$ cat src/rtl/cfg_scan_path.sv
module cfg_scan_path #(
  parameter int CFG_W = 96,
  parameter int RSV_W = 16
) (
  input  logic             tck,
  input  logic             rst_n,
  input  logic             tdi,
  output logic             tdo,
  input  logic             capture_dr,
  input  logic             shift_dr,
  input  logic             update_dr,
  input  logic             wr_mode,
  input  logic             load_en,
  input  logic [CFG_W-1:0] load_data,
  output logic [CFG_W-1:0] cfg_out
);
  localparam int PATH_W = CFG_W + RSV_W;

  logic [PATH_W-1:0] chain;
  logic [CFG_W-1:0]  cfg_q;
  logic              tdo_q;

  wire rd_cap = capture_dr && !wr_mode;
  wire wr_upd = update_dr && wr_mode;

  always_ff @(posedge tck or negedge rst_n)
    if (!rst_n)
      chain <= '0;
    else if (rd_cap)
      chain <= {{RSV_W{1'b0}}, cfg_q};
    else if (shift_dr)
      chain <= {tdi, chain[PATH_W-1:1]};

  always_ff @(posedge tck or negedge rst_n)
    if (!rst_n)
      cfg_q <= '0;
    else if (load_en)
      cfg_q <= load_data;
    else if (wr_upd)
      cfg_q <= chain[CFG_W-1:0];

  always_ff @(negedge tck or negedge rst_n)
    if (!rst_n)
      tdo_q <= 1'b0;
    else
      tdo_q <= chain[0];

  assign cfg_out = cfg_q;
  assign tdo     = tdo_q;


  cfg_hold_chk: assert property (@(posedge tck) disable iff (!rst_n)
    !load_en && !wr_upd |=> $stable(cfg_out));


  load_first_chk: assert property (@(posedge tck) disable iff (!rst_n)
    load_en |=> cfg_out == $past(load_data));


  rsv_zero_chk: assert property (@(posedge tck) disable iff (!rst_n)
    rd_cap |=> chain[PATH_W-1:CFG_W] == '0);


  capture_mirror_chk: assert property (@(posedge tck) disable iff (!rst_n)
    rd_cap |=> chain[CFG_W-1:0] == $past(cfg_out));


  shift_step_chk: assert property (@(posedge tck) disable iff (!rst_n)
    shift_dr && !rd_cap |=> chain[PATH_W-1] == $past(tdi)
                          && chain[PATH_W-2:0] == $past(chain[PATH_W-1:1]));


  always @(posedge tck)
    if (!rst_n)
      reset_clear_chk: assert (cfg_out == '0 && tdo == 1'b0);
endmodule

$ cat config.mk
export PLATFORM = sky130hd
export DESIGN_NAME = cfg_scan_path
export DESIGN_NICKNAME = d
export VERILOG_FILES = /design/src/rtl/cfg_scan_path.sv
export SDC_FILE = /design/constraint.sdc
export NUM_CORES = 1
export LEC_CHECK = 0
export CORE_MARGIN = 2
export CORE_UTILIZATION = 25
export DETAILED_ROUTE_END_ITERATION = 8
export DONT_BUFFER_PORTS = 1
export SYNTH_ARGS = -nofsm -noshare
export SYNTH_HDL_FRONTEND = slang
export SYNTH_SLANG_ARGS = --single-unit
$ cat constraint.sdc
create_clock -name tck -period 1.2 [get_ports tck]
set_clock_uncertainty 0.15 [all_clocks]
set_input_delay 0.18 -clock tck [delete_from_list [all_inputs] [get_ports tck]]
set_output_delay 0.18 -clock tck [all_outputs]
set_load 0.05 [all_outputs]
==> results by group <==
Setup path
  – Kind of launch point of the worst setup path: flop
  – Critical Path Source: tdo
  – Critical-path top delay cell: dfrtn_1
  – Largest stage delay on the critical path: between 0.4 and 0.5 ns
  – Data arrival time of the critical path: 1.70 ns
  – Peak fanout along the critical path: 1
  – Source of the worst register-to-register timing path: chain[0]
  – Critical Path Sink Type: output port
  – Delay-heaviest family, CP: flip-flops
  – CP Cell Sequence: buf_12
  – Worst Path Required: about 0.87 ns
  – Crit path kind: reg -> out
  – Number of buffer and inverter stages on the critical path: 1

Power
  – Total power divided by cell area: approximately 1600 mW/mm^2
  – Switching portion of total power: 0.303
  – Fraction of power consumed by sequential logic: 0.410
  – Leakage power figure: between 6 and 7 nW
  – Internal power of the cells: 16.3 mW
  – Comb pwr share: 0.230
  – Share of power burned in the clock network: 0.360
  – Worst voltage drop across the vdd grid: 868 uV
  – P_sw: 7.09 mW

Placement
  – Gp weighted congestion: about 0.72
  – Instance count after placement with tap cells included: about 1500
  – Port bufs: 0
  – Detailed placement HPWL: 16200 um
  – Placed inst area: ~0.012 mm^2
  – Dpl ws: -0.284 ns

Synth
  – Yosys warns: 0
  – Synth cell types: 19
  – Post-synthesis instance area: 0.0105 mm^2
  – Flops & latches, synth: 209
  – Gate count after technology mapping: 910
  – Synthesized area divided by synthesized cell count: approximately 12 um^2
  – Nets in the synthesized netlist: between 1000 and 1500
  – Seq/Total Area, Yosys: 0.500

Clocking
  – Clock network latency to the later pin of the worst-skew pair: approximately 0.54 ns
  – TritonCTS buffer count: 26
  – Clock root cell: clkbuf_16
  – TritonCTS clock tree: yes
  – Worst-case clock buffer depth: 3
  – Clock sink count: around 210
  – Post-CTS clock slew at the launch and capture registers of the worst setup and hold paths: roughly 0.060 ns
  – CTS HTree Levels: 1

Timing
  – Final TNS setup: -22.75 ns
  – Final Hold Violating Endpoints: approximately 420
  – Number of endpoints failing setup at the final stage: 105
  – Max-slew headroom: 0.570
  – Least-Margin Pin Slew: about 0.65 ns
  – Least setup slack across all paths after layout: -0.833 ns
  – RSZ-0062 raised after global routing: yes
  – Fin. max-slew vios: 0
  – Worst hold margin: -0.805 ns

Final layout
  – Area Overhead vs Synth: 38.7%
  – FILL cells: around 4000
  – Number of nets in the layout: 1211
  – Highest-count cells in the layout ignoring fill and taps: mux2i_1, dlygate4sd3_1, dfrtp_1
  – Design Area, Final: 0.0145 mm^2
  – Ratio of cells with drive above 1 in the final layout: 0.263
  – Non-filler cells in the finished layout: 1659
  – Diode count: 0
  – Most frequent standard cell in the layout excluding fill and tap cells: mux2i_1

Global routing
  – Pin count of the biggest net entering global routing: approximately 290
  – Wire length of the first global-routing pass: between 40000 and 50000 um
  – Antenna violations before repair: 1
  – Number of global-route vias before repair: just under 9000
  – GRT Overall Usage: 0.138
  – Grt total ovfl: 0

Die
  – Die height: 209 um
  – Top-Level Pins: around 200
  – Starting density of the core: 0.255
  – Die area: 0.0435 mm^2
  – DIE WIDTH: 209 um
  – Floorplan Core Area: 0.0411 mm^2
  – Number of placement rows: 74

Hold path
  – Worst hold path class: in -> async

Run
  – Max-capacitance violation count: 0

Outcome
  – Violated checks: negative hold slack, negative setup slack
  – Result of the run: complete, but fails checks

Routing
  – Final Routed Wirelength: approximately 30000 um
  – Antenna Nets Post-Route: 0
  – Number of vias in the routed layout: between 8000 and 9000
  – Violation count after the first detailed-route iteration: roughly 500
  – Wire length per cell after detailed routing: around 18 um
  – Detailed-route vias per instance: between 4 and 5
  – Number of iterations in the first detailed-routing pass: 4
  – DRC violations left: 0
## worst paths after layout
kind / to / slack, ns / cells past startpoint
worst max-delay path: tdo / -0.83 / 1
worst min-delay path: cfg_out[0] / -0.81 / 0
worst max register to register: tdo / -0.07 / 0
worst min register to register: chain[99] / 0.37 / 2
max in group asynchronous: tdo / 1.10 / 0
min in group tck: cfg_out[23] / -0.36 / 1
## registers in the layout, summed over array words and instances, names as in the netlist
register	count
tdo	1
cfg_out	96
chain	112
## timing repair
item	in CTS	in global routing
hold endpoints to repair	417	417
hold buffers	168	3
resized for setup	100	40
setup endpoints to repair	98	159
buffers inserted	8	9
## layer usage
metal | global-route usage | vias up | part of all wire
met5 | 0 | - | 0.00044
met4 | 0.0335 | 2 | 0.018
met3 | 0.0329 | 39 | 0.063
met2 | 0.227 | 229 | 0.47
met1 | 0.182 | 4076 | 0.45
li1 | - | 3701 | -
## cells in the mapped netlist, drive strengths merged
cell	n	area [um^2]
nor2	16	60.1
dfrtn	1	25.0
clkbuf	41	155
and2	1	8.76
o311ai	96	1040
nand2	96	360
nand4b	96	841
inv	96	360
mux2i	208	2080
nor2b	1	6.26
dfrtp	208	5200
nand2b	1	13.8
buf	49	305
## cell families after synthesis
family | Yosys count | share of synthesized area
AOI/OAI and AO/OA | 96 | 0.0997
buffers and inverters | 186 | 0.0784
DFF | 209 | 0.500
muxes | 208 | 0.199
and+or+nand+nor | 211 | 0.123
## area by class of cell
cell class,count,area [um^2],area share
Tap cell,532,666,0.0459
Sequential cell,209,5350,0.369
Timing Repair Buffer,259,2790,0.192
Clock inverter,7,135,0.00931
Inverter,96,360,0.0248
Multi-Input combinational cell,515,4430,0.305
Clock buffer,41,788,0.0543
## power by group through the flow
stage,combinational [mW],clock [mW],sequential (mW)
3_5_place_dp,4.60,0,9.63
3_3_place_gp,4.49,0,9.58
2_1_floorplan,2.33,0,10.7
4_1_cts,5.35,8.78,9.59
5_1_grt,5.79,9.00,9.79
6_report,5.37,8.43,9.59
## through the flow
stage | power, mW | util | hold WS, ns
2_1_floorplan | 13.0 | - | -0.266
3_3_place_gp | 14.1 | 0.286 | -0.260
3_5_place_dp | 14.2 | 0.286 | -0.260
4_1_cts | 23.7 | 0.360 | -0.859
5_1_grt | 24.6 | 0.353 | -0.844
6_report | 23.4 | 0.353 | -0.805
Power figures use the tool's default switching activity.
